$ cat src/rtl/twin_reg_uart.sv
module twin_reg_uart #(
  parameter int CLK_HZ      = 100_000_000,
  parameter int DIV_W       = 16,
  parameter int ADDR_W      = 4,
  parameter int SYNC_STAGES = 2
) (
  input  logic              clk,
  input  logic              rst_n,
  input  logic              reg_en,
  input  logic              reg_we,
  input  logic [ADDR_W-1:0] reg_addr,
  input  logic [15:0]       reg_wdata,
  output logic [15:0]       reg_rdata,
  output logic              ser_tx,
  input  logic              ser_rx,
  output logic              rts_o,
  input  logic              cts_i,
  output logic              tx_drive_en
);
  localparam int NDIV = 7;
  localparam int OVS = 8;
  localparam logic [2:0] SPD_OFF = 3'd7;
  localparam logic [2:0] LAST_SUB = 3'(OVS - 1);
  localparam logic [2:0] MID_SUB = 3'(OVS / 2 - 2);

  typedef enum logic [2:0] {RX_IDLE, RX_START, RX_DATA, RX_STOP, RX_HOLD} rx_st_t;

  function automatic logic [DIV_W-1:0] reset_div(input int idx);
    int rate;
    case (idx)
      0: rate = 115200;
      1: rate = 57600;
      2: rate = 38400;
      3: rate = 19200;
      4: rate = 9600;
      5: rate = 4800;
      default: rate = 2400;
    endcase
    return DIV_W'(CLK_HZ / (OVS * rate));
  endfunction

  logic [DIV_W-1:0] div_q [NDIV];
  logic [2:0] baud_q;
  logic rts_q, nine_q, tbreak_q;
  logic [SYNC_STAGES-1:0] rx_sync, cts_sync;

  wire rx_s = rx_sync[SYNC_STAGES-1];
  wire cts_s = cts_sync[SYNC_STAGES-1];
  wire stat_hit = reg_addr == ADDR_W'(0);
  wire data_hit = reg_addr == ADDR_W'(1);
  wire stat_wr = reg_en && reg_we && stat_hit;
  wire stat_rd = reg_en && !reg_we && stat_hit;
  wire data_wr = reg_en && reg_we && data_hit;
  wire data_rd = reg_en && !reg_we && data_hit;
  wire enabled = baud_q != SPD_OFF;

  always_ff @(posedge clk or negedge rst_n)
    if (!rst_n) begin
      for (int i = 0; i < NDIV; i++) div_q[i] <= reset_div(i);
      baud_q <= SPD_OFF;
      rts_q <= 1'b0;
      nine_q <= 1'b0;
      tbreak_q <= 1'b0;
    end else begin
      for (int i = 0; i < NDIV; i++)
        if (reg_en && reg_we && reg_addr == ADDR_W'(i + 2)) div_q[i] <= reg_wdata[DIV_W-1:0];
      if (stat_wr) begin
        rts_q <= reg_wdata[4];
        baud_q <= reg_wdata[7:5];
        nine_q <= reg_wdata[8];
        tbreak_q <= reg_wdata[10];
      end
    end

  always_ff @(posedge clk or negedge rst_n)
    if (!rst_n) begin
      rx_sync <= '1;
      cts_sync <= '0;
    end else begin
      rx_sync <= {rx_sync[SYNC_STAGES-2:0], ser_rx};
      cts_sync <= {cts_sync[SYNC_STAGES-2:0], cts_i};
    end

  logic [DIV_W-1:0] div_sel, tick_cnt;
  always_comb begin
    div_sel = '0;
    for (int i = 0; i < NDIV; i++)
      if (baud_q == 3'(i)) div_sel = div_q[i];
  end

  wire tick = enabled && ({1'b0, tick_cnt} + 1'b1 >= {1'b0, div_sel});

  always_ff @(posedge clk or negedge rst_n)
    if (!rst_n) tick_cnt <= '0;
    else if (!enabled || tick) tick_cnt <= '0;
    else tick_cnt <= tick_cnt + 1'b1;

  logic [8:0] hold_q;
  logic hold_v, tx_busy;
  logic [10:0] tx_sh;
  logic [3:0] tx_left;
  logic [2:0] tx_sub;

  wire tx_start = enabled && hold_v && !tx_busy && !tbreak_q;

  always_ff @(posedge clk or negedge rst_n)
    if (!rst_n) begin
      hold_q <= '0;
      hold_v <= 1'b0;
    end else if (tx_start) hold_v <= 1'b0;
    else if (data_wr && !hold_v) begin
      hold_v <= 1'b1;
      hold_q <= reg_wdata[8:0];
    end

  always_ff @(posedge clk or negedge rst_n)
    if (!rst_n) begin
      tx_busy <= 1'b0;
      tx_sh <= '1;
      tx_left <= '0;
      tx_sub <= '0;
    end else if (!enabled) begin
      tx_busy <= 1'b0;
      tx_sub <= '0;
    end else if (tx_start) begin
      tx_busy <= 1'b1;
      tx_sub <= '0;
      tx_left <= nine_q ? 4'd11 : 4'd10;
      tx_sh <= nine_q ? {1'b1, hold_q, 1'b0} : {2'b11, hold_q[7:0], 1'b0};
    end else if (tx_busy && tick) begin
      if (tx_sub == LAST_SUB) begin
        tx_sub <= '0;
        tx_sh <= {1'b1, tx_sh[10:1]};
        tx_left <= tx_left - 1'b1;
        if (tx_left == 4'd1) tx_busy <= 1'b0;
      end else tx_sub <= tx_sub + 1'b1;
    end

  assign ser_tx = !tbreak_q && (!tx_busy || tx_sh[0]);
  assign tx_drive_en = tx_busy;
  assign rts_o = rts_q;

  rx_st_t rx_st;
  logic [2:0] rx_sub;
  logic [3:0] rx_cnt;
  logic [8:0] rx_sh, rx_data;
  logic dr_q, oerr_q, rbrk_q;

  wire [8:0] rx_word = nine_q ? rx_sh : {1'b0, rx_sh[8:1]};
  wire [3:0] rx_last = nine_q ? 4'd8 : 4'd7;
  wire stop_point = tick && rx_st == RX_STOP && rx_sub == LAST_SUB;
  wire rx_deliver = stop_point && rx_s;
  wire rx_brk = stop_point && !rx_s && rx_word == '0;

  always_ff @(posedge clk or negedge rst_n)
    if (!rst_n) begin
      rx_st <= RX_IDLE;
      rx_sub <= '0;
      rx_cnt <= '0;
      rx_sh <= '0;
    end else if (!enabled) begin
      rx_st <= RX_IDLE;
      rx_sub <= '0;
    end else begin
      case (rx_st)
        RX_IDLE:
          if (tick && !rx_s) begin
            rx_st <= RX_START;
            rx_sub <= '0;
          end
        RX_START:
          if (tick) begin
            if (rx_sub == MID_SUB) begin
              rx_st <= rx_s ? RX_IDLE : RX_DATA;
              rx_sub <= '0;
              rx_cnt <= '0;
            end else rx_sub <= rx_sub + 1'b1;
          end
        RX_DATA:
          if (tick) begin
            if (rx_sub == LAST_SUB) begin
              rx_sub <= '0;
              rx_sh <= {rx_s, rx_sh[8:1]};
              rx_cnt <= rx_cnt + 1'b1;
              if (rx_cnt == rx_last) rx_st <= RX_STOP;
            end else rx_sub <= rx_sub + 1'b1;
          end
        RX_STOP:
          if (tick) begin
            if (rx_sub == LAST_SUB) begin
              rx_sub <= '0;
              rx_st <= rx_s ? RX_IDLE : RX_HOLD;
            end else rx_sub <= rx_sub + 1'b1;
          end
        default:
          if (rx_s) rx_st <= RX_IDLE;
      endcase
    end

  always_ff @(posedge clk or negedge rst_n)
    if (!rst_n) begin
      dr_q <= 1'b0;
      oerr_q <= 1'b0;
      rbrk_q <= 1'b0;
      rx_data <= '0;
    end else begin
      if (stat_rd) begin
        oerr_q <= 1'b0;
        rbrk_q <= 1'b0;
      end
      if (data_rd) dr_q <= 1'b0;
      if (rx_deliver) begin
        if (dr_q && !data_rd) oerr_q <= 1'b1;
        else begin
          dr_q <= 1'b1;
          rx_data <= rx_word;
        end
      end
      if (rx_brk) rbrk_q <= 1'b1;
    end

  wire tre = !hold_v && !tx_busy;
  wire [15:0] stat_word = {3'b000, tre, 1'b0, tbreak_q, rbrk_q, nine_q, baud_q,
                           rts_q, cts_s, oerr_q, dr_q, !hold_v};

  always_comb begin
    reg_rdata = '0;
    if (stat_hit) reg_rdata = stat_word;
    else if (data_hit) reg_rdata = {7'b0, rx_data};
    for (int i = 0; i < NDIV; i++)
      if (reg_addr == ADDR_W'(i + 2)) reg_rdata = 16'(div_q[i]);
  end
endmodule

$ cat config.mk
export PLATFORM = sky130hd
export DESIGN_NAME = twin_reg_uart
export DESIGN_NICKNAME = d
export VERILOG_FILES = /design/src/rtl/twin_reg_uart.sv
export SDC_FILE = /design/constraint.sdc
export NUM_CORES = 1
export LEC_CHECK = 0
export ABC_CLOCK_PERIOD_IN_PS = 11160
export BUFFER_PORTS_ARGS = -buffer_cell sky130_fd_sc_hd__clkbuf_2
export CAP_MARGIN = 20
export CORE_UTILIZATION = 57
export CTS_CLUSTER_SIZE = 10
export DETAILED_ROUTE_END_ITERATION = 12
export GPL_TIMING_DRIVEN = 0
export HOLD_SLACK_MARGIN = 0.12
export MAX_ROUTING_LAYER = met4
export PLACE_DENSITY = 0.86
export SLEW_MARGIN = 20
export SYNTH_ARGS = -nofsm -noshare
export SYNTH_HDL_FRONTEND = slang
export SYNTH_SLANG_ARGS = --single-unit
export TNS_END_PERCENT = 10
$ cat constraint.sdc
create_clock -name clk -period 11.16 [get_ports clk]
set_clock_uncertainty 0.2 [all_clocks]
set_input_delay 1.116 -clock clk [delete_from_list [all_inputs] [get_ports clk]]
set_output_delay 1.116 -clock clk [all_outputs]
set_load 0.03 [all_outputs]
# Yosys cells after proc, flatten, opt, wreduce, memory -nomap -nowiden
# Cells that the tools add are included.
[word_totals]
word_cells = 204
output_inout_bits = 19
inputBits = 26
ff_bits = 198
[op_classes]
n_eq_ne = 41
muxes = 71
n_reduce_logical = 55
n_addsub = 6
magnitude_cmp = 1
bitwise = 2
[op_table]
columns = ["cell", "count"]
rows = [
  ["$mux 16", 16],
  ["$mux 3", 21],
  ["$mux 11", 3],
  ["$mux 4", 8],
  ["$logic_and 1x1->1", 28],
  ["$ne 3x3->1 const B", 8],
  ["$mux 9", 2],
  ["$add 16x1->17 const B", 1],
  ["$ge 17x16->1", 1],
  ["$add 16x1->16 const B", 1],
  ["$eq 4x3->1 const B", 4],
  ["$mux 1", 16],
  ["$eq 3x2->1 const B", 5],
  ["$eq 3x3->1 const B", 5],
  ["$pmux 3 s4", 1],
  ["$mux 10", 1],
  ["$reduce_bool 2->1", 5],
  ["$logic_not 9->1", 1],
  ["$ne 3x1->1 const B", 3],
  ["$pmux 3 s3", 1],
  ["$reduce_and 9->1", 1],
  ["$eq 4x1->1 const B", 2],
  ["$eq 4x2->1 const B", 2],
  ["$ne 2x2->1 const B", 4],
  ["21 further kinds", 36],
]

# Depth between registers and ports, before layout
# Gate-level depths: netlist of run 1.
[logic_depth]
depth_word = 15
mapped_depth = 17
ltp_nobuf = 13

# Worst setup path after synthesis of run 1
# OpenSTA, ideal clock, no wires.
[synth_path]
path_type = "reg-to-reg"
from = "register baud_q[1]"
to = "register rx_sh[0]"
setup_ns = 0.125
t_arrival_ns = 4.174
slack_ns = 6.661
stages_incl_launch_ff = 16
n_path_buf = 7
synth_period_minus_slack_ns = 4.499
t_required_ns = 10.835
path_cell_list = "dfstp_2 clkbuf_1 clkbuf_1 clkbuf_1 clkbuf_1 clkbuf_1 o21ai_0 ha_1 nand3_1 o21bai_1 a311o_1 and3_1 buf_6 or3_4 buf_6 mux2_4"
[synth_via]
elab_chain_len = 11
elab_cells_between_ends = 18
cone_classes = "order compare: 1; eq/ne: 7; mux: 7; reduce/logical: 3"
[synth_lines]
columns = ["element", "line_no", "rtl"]
rows = [
  ["start: declaration", "43", "logic [2:0] baud_q;"],
  ["start signal: assignment", "69", "baud_q <= reg_wdata[7:5];"],
  ["$logic_not 3->1", "88", "if (baud_q == 3'(i)) div_sel = div_q[i];"],
  ["$mux 16 (7 in series)", "88", ""],
  ["$ge 17x16->1", "91", "wire tick = enabled && ({1'b0, tick_cnt} + 1'b1 >= {1'b0, div_sel});"],
  ["$logic_and 1x1->1", "91", ""],
  ["$reduce_and 4->1 (no line) (*)", "-", ""],
  ["end signal: assignment", "183", "rx_sh <= {rx_s, rx_sh[8:1]};"],
  ["end: declaration", "146", "logic [8:0] rx_sh, rx_data;"],
]
# Every way passes the cells marked *; elsewhere a longest branch is shown, timed or not.
# A chain may end at the register's enable or synchronous reset.

# Worst setup path after layout of run 1
[layout_path]
from = "register baud_q[1]"
to = "register tx_sh[6]"
[layout_via]
elab_chain_len = 13
elab_cells_between_ends = 25
cone_classes = "order compare: 1; eq/ne: 7; mux: 8; reduce/logical: 9"
[layout_lines]
columns = ["element", "line_no", "rtl"]
rows = [
  ["$logic_not 3->1", "88", ""],
  ["$mux 16 (7 in series)", "88", ""],
  ["$ge 17x16->1", "91", ""],
  ["$logic_and 1x1->1", "91", ""],
  ["$logic_and 1x1->1", "130", "end else if (tx_busy && tick) begin"],
  ["$reduce_bool 2->1 (no line)", "-", ""],
  ["$reduce_and 3->1 (no line)", "-", ""],
  ["end signal: assignment", "129", "tx_sh <= nine_q ? {1'b1, hold_q, 1'b0} : {2'b11, hold_q[7:0], 1'b0};"],
  ["end signal: assignment", "133", "tx_sh <= {1'b1, tx_sh[10:1]};"],
  ["end: declaration", "100", "logic [10:0] tx_sh;"],
]
# Several ways; a longest one is shown, not always the timed one.

==> impl_metrics.prom, run 1 <==
# TYPE chip_impl_metric gauge
chip_impl_metric{name="top_achievable_clock_speed",unit="GHz"} 0.157
chip_impl_info{name="cp_capture_type",value="register"} 1
chip_impl_metric{name="async_reset_ff_share",unit="%"} 100
chip_impl_metric{name="finalWirelength",unit="um"} 29700
chip_impl_info{name="hold_path_startpoint",value="cts_sync[0]"} 1
chip_impl_metric{name="synth_sequential_area_ratio",unit="%"} 47.4
chip_impl_metric{name="first_pass_grt_wire_length",unit="um"} 46300
chip_impl_metric{name="row_count",unit=""} 49
chip_impl_metric{name="nets_finish",unit=""} 1044
chip_impl_metric{name="setup_total_negative_slack",unit="ns"} 0
chip_impl_metric{name="cts-resized-gates",unit=""} 0
chip_impl_info{name="setup.worst_path.start_class",value="register"} 1
chip_impl_metric{name="cellPowerDensity",unit="nW/um^2"} 193
chip_impl_metric{name="io-pin-count",unit=""} 45
chip_impl_metric{name="final-max-slew-violation-count",unit=""} 0
chip_impl_metric{name="start_util",unit="%"} 58.4
chip_impl_metric{name="area_growth",unit="%"} 10.9
chip_impl_metric{name="avgSynthCellArea",unit="um^2"} 11.3
chip_impl_metric{name="setup_fix_bufs_post_cts",unit=""} 0
chip_impl_metric{name="overflow",unit=""} 0
chip_impl_info{name="critPathTopFamily",value="buffers and inverters"} 1
chip_impl_metric{name="grt_max_degree",unit=""} 91
chip_impl_metric{name="die-width",unit="um"} 138
chip_impl_metric{name="synth_nets",unit=""} 979
chip_impl_metric{name="worstPathRequired",unit="ns"} 11.35
chip_impl_info{name="worstReg2RegStart",value="baud_q[1]"} 1
chip_impl_metric{name="clkSlewWorstSetupHoldPaths",unit="ns"} 0.08
chip_impl_metric{name="die_h",unit="um"} 138
chip_impl_metric{name="synthesized_netlist_cell_count",unit=""} 928
chip_impl_metric{name="clock_insertion_delay_worst_skew",unit="ns"} 0.46
chip_impl_metric{name="detail_route.drc_violations",unit=""} 0
chip_impl_metric{name="hold_violation_count_in_the_final_report",unit=""} 0
chip_impl_metric{name="drt.antenna.violating_nets",unit=""} 0
chip_impl_metric{name="crit_path_max_fanout",unit=""} 10
chip_impl_metric{name="synth_edf_count",unit=""} 0
chip_impl_metric{name="max-vdd-ir-drop",unit="V"} 0.000148
chip_impl_metric{name="synth-seq-cells",unit=""} 197
chip_impl_metric{name="fin_total_pwr",unit="uW"} 2250
chip_impl_info{name="status",value="completed"} 1
chip_impl_metric{name="yosysWarningCount",unit=""} 0
chip_impl_metric{name="setup_viol",unit=""} 0
chip_impl_metric{name="slew_headroom",unit="%"} 37.8
chip_impl_metric{name="groute.usage.overall",unit="%"} 34.4
chip_impl_metric{name="drt_first_pass_iters",unit=""} 6
chip_impl_metric{name="drt-initial-drc-count",unit=""} 1039
chip_impl_metric{name="place.gp.congestion",unit=""} 0.975
chip_impl_info{name="slowest_stage",value="sky130_fd_sc_hd__clkbuf_1"} 1
chip_impl_info{name="timing.critical_path.from",value="baud_q[1]"} 1
chip_impl_metric{name="area.sequential",unit="um^2"} 4990
chip_impl_metric{name="cts_max_level",unit=""} 4
chip_impl_metric{name="minimum_clock_period",unit="ns"} 6.37
chip_impl_metric{name="crit_arrival",unit="ns"} 6.57
chip_impl_metric{name="num-fill-cells",unit=""} 1338
chip_impl_info{name="cts.root.buffer_cell",value="sky130_fd_sc_hd__clkbuf_16"} 1
chip_impl_metric{name="initial_antenna_violation_count",unit=""} 0
chip_impl_metric{name="max-clock-path-buffers",unit=""} 2
chip_impl_metric{name="cpPeakStageDelay",unit="ns"} 0.69
chip_impl_metric{name="cts_hold_buf",unit=""} 0
chip_impl_metric{name="stdcell_count",unit=""} 1235
chip_impl_metric{name="hpwl",unit="um"} 20000
chip_impl_metric{name="wire_per_inst",unit="um"} 24.1
chip_impl_metric{name="core_region_area",unit="um^2"} 18000
chip_impl_metric{name="portBuffers",unit=""} 44
chip_impl_metric{name="area_taken_by_multi_input_logic_gates",unit="um^2"} 5290
chip_impl_info{name="cpMostUsedCell",value="sky130_fd_sc_hd__clkbuf_1"} 1
chip_impl_metric{name="first_global_vias",unit=""} 8497
chip_impl_info{name="cp_cell_sequence",value="clkbuf_1 -> clkbuf_1 -> clkbuf_1 -> clkbuf_1 -> clkbuf_1 -> o21ai_0 -> ha_1 -> and3_1 -> nand3_1 -> a311o_1 -> a31oi_1 -> nand2_1 -> buf_2 -> o221a_2"} 1
chip_impl_info{name="criticalPathCategory",value="reg2reg"} 1
chip_impl_metric{name="drt-vias-per-instance",unit=""} 6.84
chip_impl_metric{name="antennaDiodeCount",unit=""} 0
chip_impl_metric{name="fin_crit_sh",unit="%"} 57.1
chip_impl_metric{name="leakage",unit="uW"} 0.00516
chip_impl_metric{name="route.vias.total",unit=""} 8443
chip_impl_info{name="rsz_0062_raised_after_global_routing",value="no"} 1
chip_impl_info{name="most_frequently_used_flop_master_after_synthesis",value="sky130_fd_sc_hd__dfrtp_1"} 1
chip_impl_info{name="tritoncts",value="done"} 1
chip_impl_metric{name="clock-sinks",unit=""} 197
chip_impl_metric{name="ys_types",unit=""} 62
chip_impl_metric{name="max_cap_violations",unit=""} 0
chip_impl_metric{name="area_of_the_mapped_netlist",unit="um^2"} 10500
chip_impl_metric{name="worstPathBufferInverterCount",unit=""} 6
chip_impl_metric{name="cts_buffers",unit=""} 17
chip_impl_info{name="holdCritPathClass",value="reg2reg"} 1
chip_impl_metric{name="place_inst",unit=""} 1203
chip_impl_metric{name="drive_above_1_share",unit="%"} 32.6
chip_impl_metric{name="worstMarginPinSlew",unit="ns"} 0.933
chip_impl_metric{name="floorplan.die_area",unit="um^2"} 19000
## final cells by class
| type | instances | area share, % |
|---|---|---|
| Timing Repair Buffer | 46 | 2.43 |
| Tap cell | 229 | 2.45 |
| Clock inverter | 13 | 0.975 |
| Sequential cell | 197 | 42.7 |
| Clock buffer | 19 | 3.79 |
| Multi-Input combinational cell | 666 | 45.3 |
| Buffer | 57 | 2.04 |
| Inverter | 8 | 0.257 |
## metrics by stage
stage                     cell area [um^2]  setup slack [ns]  util, %  hold slack [ns]
after floorplan                      10500              6.66        -            0.131
after detailed placement             11100              5.08     61.6            0.148
final                                11700              4.79     64.8            0.162
after global placement               11000              5.10     61.2            0.133
after CTS                            11700              5.05     64.7            0.162
after global routing                 11700              4.62     64.8            0.164
## sequential cells by signal (all words and copies together) (netlist names), 3 cells and up
signal    count
div_q       112
tick_cnt     16
tx_sh        10
hold_q        9
rx_data       9
rx_sh         9
rx_cnt        4
tx_left       4
baud_q        3
rx_st         3
rx_sub        3
tx_sub        3
## power breakdown
part / switching, uW / internal, uW / total (uW)
Clock: 297 / 299 / 596
Sequential: 116 / 887 / 1000
Combinational: 368 / 286 / 653
## Yosys cell counts, drive strengths merged, types with 18 or more instances
cell | n | area [um^2]
mux2 | 165 | 1890
dfrtp | 149 | 3730
nor2 | 75 | 284
nand2 | 51 | 191
a21oi | 50 | 250
dfstp | 48 | 1260
clkbuf | 44 | 165
o21ai | 31 | 155
ha | 25 | 313
nor3 | 24 | 120
a22oi | 22 | 165
and3 | 22 | 138
nand3 | 19 | 95.1
mux2i | 18 | 180
## logic make-up after synthesis
family | after synthesis | synth area share [%]
flip-flops | 197 | 47.4
AO/OA/AOI/OAI | 189 | 12.8
buffers and inverters | 65 | 2.54
multiplexers | 192 | 21.6
AND/OR/NAND/NOR | 246 | 11.5
adder cells (fa/ha/maj) | 25 | 2.97
XOR/XNOR | 14 | 1.16
## routing by layer
| metal | GRT usage, % | vias up | part of all wire [%] |
|---|---|---|---|
| met5 | - | - | 0 |
| met4 | 21.4 | 0 | 5.6 |
| met3 | 8.88 | 148 | 11 |
| met2 | 49.9 | 548 | 45 |
| met1 | 43.0 | 4135 | 39 |
| li1 | - | 3612 | - |
## final timing paths
kind | cells past startpoint | slack (ns) | end
setup reg to reg | 14 | 4.79 | tx_sh[6]
hold reg to reg | 0 | 0.16 | cts_sync[1]
max in group asynchronous | 3 | 9.30 | div_q[87]
min in group asynchronous | 1 | 0.32 | rx_sub[2]
setup / recovery | 14 | 4.79 | tx_sh[6]
hold / removal | 0 | 0.16 | cts_sync[1]
## placed cells by master, fill, tap and decap left out, types with 5 or more instances in the layout
master	n
sky130_fd_sc_hd__nand4_1	10
sky130_fd_sc_hd__a222oi_1	13
sky130_fd_sc_hd__nor2b_1	11
sky130_fd_sc_hd__clkbuf_2	43
sky130_fd_sc_hd__nor3_1	22
sky130_fd_sc_hd__nand3_1	19
sky130_fd_sc_hd__ha_1	25
sky130_fd_sc_hd__mux4_2	9
sky130_fd_sc_hd__a22o_1	7
sky130_fd_sc_hd__o221a_2	8
sky130_fd_sc_hd__clkbuf_16	17
sky130_fd_sc_hd__clkbuf_1	45
sky130_fd_sc_hd__inv_6	6
sky130_fd_sc_hd__nor2_1	74
sky130_fd_sc_hd__mux2_4	9
sky130_fd_sc_hd__a2bb2oi_1	7
sky130_fd_sc_hd__a221o_1	10
sky130_fd_sc_hd__buf_2	7
sky130_fd_sc_hd__inv_1	8
sky130_fd_sc_hd__xnor2_1	9
sky130_fd_sc_hd__dfstp_2	48
sky130_fd_sc_hd__o21ai_0	30
sky130_fd_sc_hd__a22oi_1	22
sky130_fd_sc_hd__and3_1	22
sky130_fd_sc_hd__xor2_1	5
sky130_fd_sc_hd__nand2b_1	11
sky130_fd_sc_hd__a21oi_1	50
sky130_fd_sc_hd__mux2i_1	18
sky130_fd_sc_hd__mux2_2	156
sky130_fd_sc_hd__o22a_1	8
sky130_fd_sc_hd__nand2_1	51
sky130_fd_sc_hd__dfrtp_1	149
(Power assumes the default switching activity.)
==> run 2, diff against run 1 <==
Settings changed: ABC_CLOCK_PERIOD_IN_PS 11160 to 5700, CORE_UTILIZATION 57 to 56, PLACE_DENSITY 0.86 to 0.87.
Clock period 11.16 ns to 5.7 ns, I/O delays scaled along.
==> run 2 against run 1 <==
Against the previous run:
- final cell count up 0.24%
- sequential cell count unchanged
- final area up 0.80%
- wire length up 0.86%
- count of clock-buffer cells in the layout unchanged
==> impl_metrics.prom, run 2 (same netlist as run 1, synthesis figures left out) <==
# TYPE chip_impl_metric gauge
chip_impl_metric{name="initial_antenna_violation_count",unit=""} 0
chip_impl_info{name="mostFrequentLayoutCell",value="sky130_fd_sc_hd__mux2_2"} 1
chip_impl_metric{name="groute.usage.overall",unit="%"} 33.2
chip_impl_metric{name="max-vdd-ir-drop",unit="V"} 0.000258
chip_impl_info{name="setup.worst_path.start_class",value="register"} 1
chip_impl_metric{name="hpwl",unit="um"} 19700
chip_impl_metric{name="top_achievable_clock_speed",unit="GHz"} 0.182
chip_impl_metric{name="overflow",unit=""} 0
chip_impl_metric{name="clock-sinks",unit=""} 197
chip_impl_metric{name="portBuffers",unit=""} 44
chip_impl_metric{name="cts_buffers",unit=""} 17
chip_impl_metric{name="hold_depth",unit=""} 0
chip_impl_info{name="holdCritPathClass",value="reg2reg"} 1
chip_impl_metric{name="start_util",unit="%"} 57.8
chip_impl_metric{name="globalRouteMet1Util",unit="%"} 38.9
chip_impl_metric{name="drive_above_1_share",unit="%"} 33.1
chip_impl_info{name="worstReg2RegStart",value="baud_q[1]"} 1
chip_impl_metric{name="worstPathRequired",unit="ns"} 5.87
chip_impl_metric{name="reg2reg_setup_slack",unit="ns"} 0.21
chip_impl_metric{name="floorplan.die_area",unit="um^2"} 19400
chip_impl_metric{name="hold_violation_count_in_the_final_report",unit=""} 0
chip_impl_info{name="commonest_non_fill_non_tap_cells_in_the_layout",value="156 x sky130_fd_sc_hd__mux2_2, 149 x sky130_fd_sc_hd__dfrtp_1, 73 x sky130_fd_sc_hd__nor2_1"} 1
chip_impl_metric{name="leakage",unit="uW"} 0.00522
chip_impl_info{name="tritoncts",value="done"} 1
chip_impl_metric{name="crit_arrival",unit="ns"} 5.66
chip_impl_metric{name="detail_route.drc_violations",unit=""} 0
chip_impl_metric{name="drt.antenna.violating_nets",unit=""} 0
chip_impl_info{name="worst_hold_path.endpoint",value="rx_sync[1]"} 1
chip_impl_metric{name="fin_crit_sh",unit="%"} 96.2
chip_impl_metric{name="cts_max_level",unit=""} 4
chip_impl_metric{name="crit_path_max_fanout",unit=""} 19
chip_impl_metric{name="global_route.usage.met3",unit="%"} 11.3
chip_impl_metric{name="max_cap_violations",unit=""} 0
chip_impl_metric{name="use_met2",unit="%"} 50.5
chip_impl_info{name="hold_path_startpoint",value="rx_sync[0]"} 1
chip_impl_metric{name="first_global_vias",unit=""} 8596
chip_impl_metric{name="slew_headroom",unit="%"} 37.6
chip_impl_metric{name="route.vias.total",unit=""} 8591
chip_impl_info{name="criticalPathCategory",value="reg2reg"} 1
chip_impl_metric{name="drt_first_pass_iters",unit=""} 8
chip_impl_metric{name="clkSlewWorstSetupHoldPaths",unit="ns"} 0.07
chip_impl_metric{name="minimum_clock_period",unit="ns"} 5.49
chip_impl_metric{name="io-pin-count",unit=""} 45
chip_impl_info{name="reg_top3",value="div_q: 112 flops, tick_cnt: 16 flops, tx_sh: 10 flops"} 1
chip_impl_metric{name="die-width",unit="um"} 139
chip_impl_metric{name="die_h",unit="um"} 139
chip_impl_metric{name="setup_viol",unit=""} 0
chip_impl_metric{name="area_growth",unit="%"} 11.8
chip_impl_metric{name="finalWirelength",unit="um"} 30000
chip_impl_metric{name="worst-r2r-cell-count",unit=""} 17
chip_impl_info{name="register_with_the_most_flip_flops",value="div_q"} 1
chip_impl_info{name="cts.root.buffer_cell",value="sky130_fd_sc_hd__clkbuf_16"} 1
chip_impl_metric{name="post-route-util",unit="%"} 64.6
chip_impl_metric{name="max-clock-path-buffers",unit=""} 2
chip_impl_metric{name="core_region_area",unit="um^2"} 18200
chip_impl_info{name="cp_capture_type",value="register"} 1
chip_impl_info{name="status",value="completed"} 1
chip_impl_info{name="rsz_0062_raised_after_global_routing",value="no"} 1
chip_impl_metric{name="first_pass_grt_wire_length",unit="um"} 47200
chip_impl_metric{name="final-max-slew-violation-count",unit=""} 0
chip_impl_info{name="regToRegEndpoint",value="tick_cnt[13]"} 1
chip_impl_metric{name="cellPowerDensity",unit="nW/um^2"} 385
chip_impl_metric{name="drt-vias-per-instance",unit=""} 6.94
chip_impl_metric{name="drt-initial-drc-count",unit=""} 1136
chip_impl_metric{name="grt_max_degree",unit=""} 84
chip_impl_metric{name="largest_register_ff_count",unit=""} 112
chip_impl_info{name="global_route.peak_usage_layer",value="met2"} 1
chip_impl_metric{name="wire_per_inst",unit="um"} 24.2
chip_impl_metric{name="place.gp.congestion",unit=""} 0.964
chip_impl_metric{name="clock_insertion_delay_worst_skew",unit="ns"} 0.45
chip_impl_metric{name="worstMarginPinSlew",unit="ns"} 0.929
chip_impl_metric{name="row_count",unit=""} 49
chip_impl_metric{name="nets_finish",unit=""} 1046
chip_impl_metric{name="setup_total_negative_slack",unit="ns"} 0
-- run 2: through the flow --
step	area (um^2)	power (uW)	hold slack, ns	std cells	setup WS, ns
3_3_place_gp	11000	3140	0.132	1201	-0.275
4_1_cts	11700	4480	0.158	1237	0.0956
3_5_place_dp	11100	3220	0.147	1203	-0.331
5_1_grt	11800	4710	0.162	1237	0.0352
2_1_floorplan	10500	2820	0.0744	928	1.20
6_report	11800	4530	0.158	1238	0.215
-- run 2: routing by layer --
layer	wire length (um)	vias up	share of wire (%)
met5	0	-	0
met1	11000	4188	37
met2	13800	606	46
met4	1590	0	5.3
met3	3560	180	12
li1	-	3617	-
-- run 2: layout make-up --
cell class | count | area, um^2
Clock inverter | 13 | 161
Tap cell | 229 | 287
Antenna cell | 1 | 2.50
Clock buffer | 19 | 453
Timing Repair Buffer | 49 | 314
Sequential cell | 197 | 4990
Buffer | 56 | 239
Fill cell | 1254 | 6440
Multi-Input combinational cell | 666 | 5290
Inverter | 8 | 30.0
-- run 2: how the worst max path moves through the flow --
| stage | cells past startpoint | endpoint | from | slack (ns) |
|---|---|---|---|---|
| floorplan | 15 | rx_sh[0] | baud_q[1] | 1.20 |
| CTS | 16 | tick_cnt[13] | baud_q[0] | 0.1 |
| detailed placement | 15 | rx_sh[4] | baud_q[1] | -0.33 |
| finish | 17 | tick_cnt[13] | baud_q[1] | 0.21 |
| global route | 16 | tx_left[1] | baud_q[1] | 0.04 |
| global placement | 15 | rx_sh[5] | baud_q[1] | -0.27 |
-- run 2: power by group --
group / total (uW) / internal, uW / leakage (uW) / switching [uW]
logic: 1290 / 562 / 0.00248 / 728
clock network: 1270 / 687 / 0.000302 / 584
registers: 1970 / 1740 / 0.00244 / 231
-- run 2: what timing repair did --
item                                   CTS  global route
hold buffers                             3             0
resized for setup                        2             5
endpoints found under the hold margin   38             0
cloned                                   0             0
setup buffers                            0             0
setup endpoints to repair               46            42
-- run 2: worst max-delay path, cell delays in order, from the launching register on --
cell                        delay [ns]
sky130_fd_sc_hd__dfstp_2          0.52
sky130_fd_sc_hd__clkbuf_1         0.52
sky130_fd_sc_hd__buf_2            0.58
sky130_fd_sc_hd__mux2i_1          0.24
sky130_fd_sc_hd__nor2_1           0.05
sky130_fd_sc_hd__a21oi_1          0.17
sky130_fd_sc_hd__a2bb2oi_1        0.25
sky130_fd_sc_hd__o21ai_0          0.13
sky130_fd_sc_hd__a22oi_1          0.37
sky130_fd_sc_hd__ha_1             0.32
sky130_fd_sc_hd__a21o_1           0.18
sky130_fd_sc_hd__a221o_1          0.35
sky130_fd_sc_hd__a211oi_2         0.44
sky130_fd_sc_hd__and3_1           0.25
sky130_fd_sc_hd__buf_6            0.12
sky130_fd_sc_hd__clkbuf_1         0.34
sky130_fd_sc_hd__nand2_1          0.21
sky130_fd_sc_hd__nor2b_1          0.15
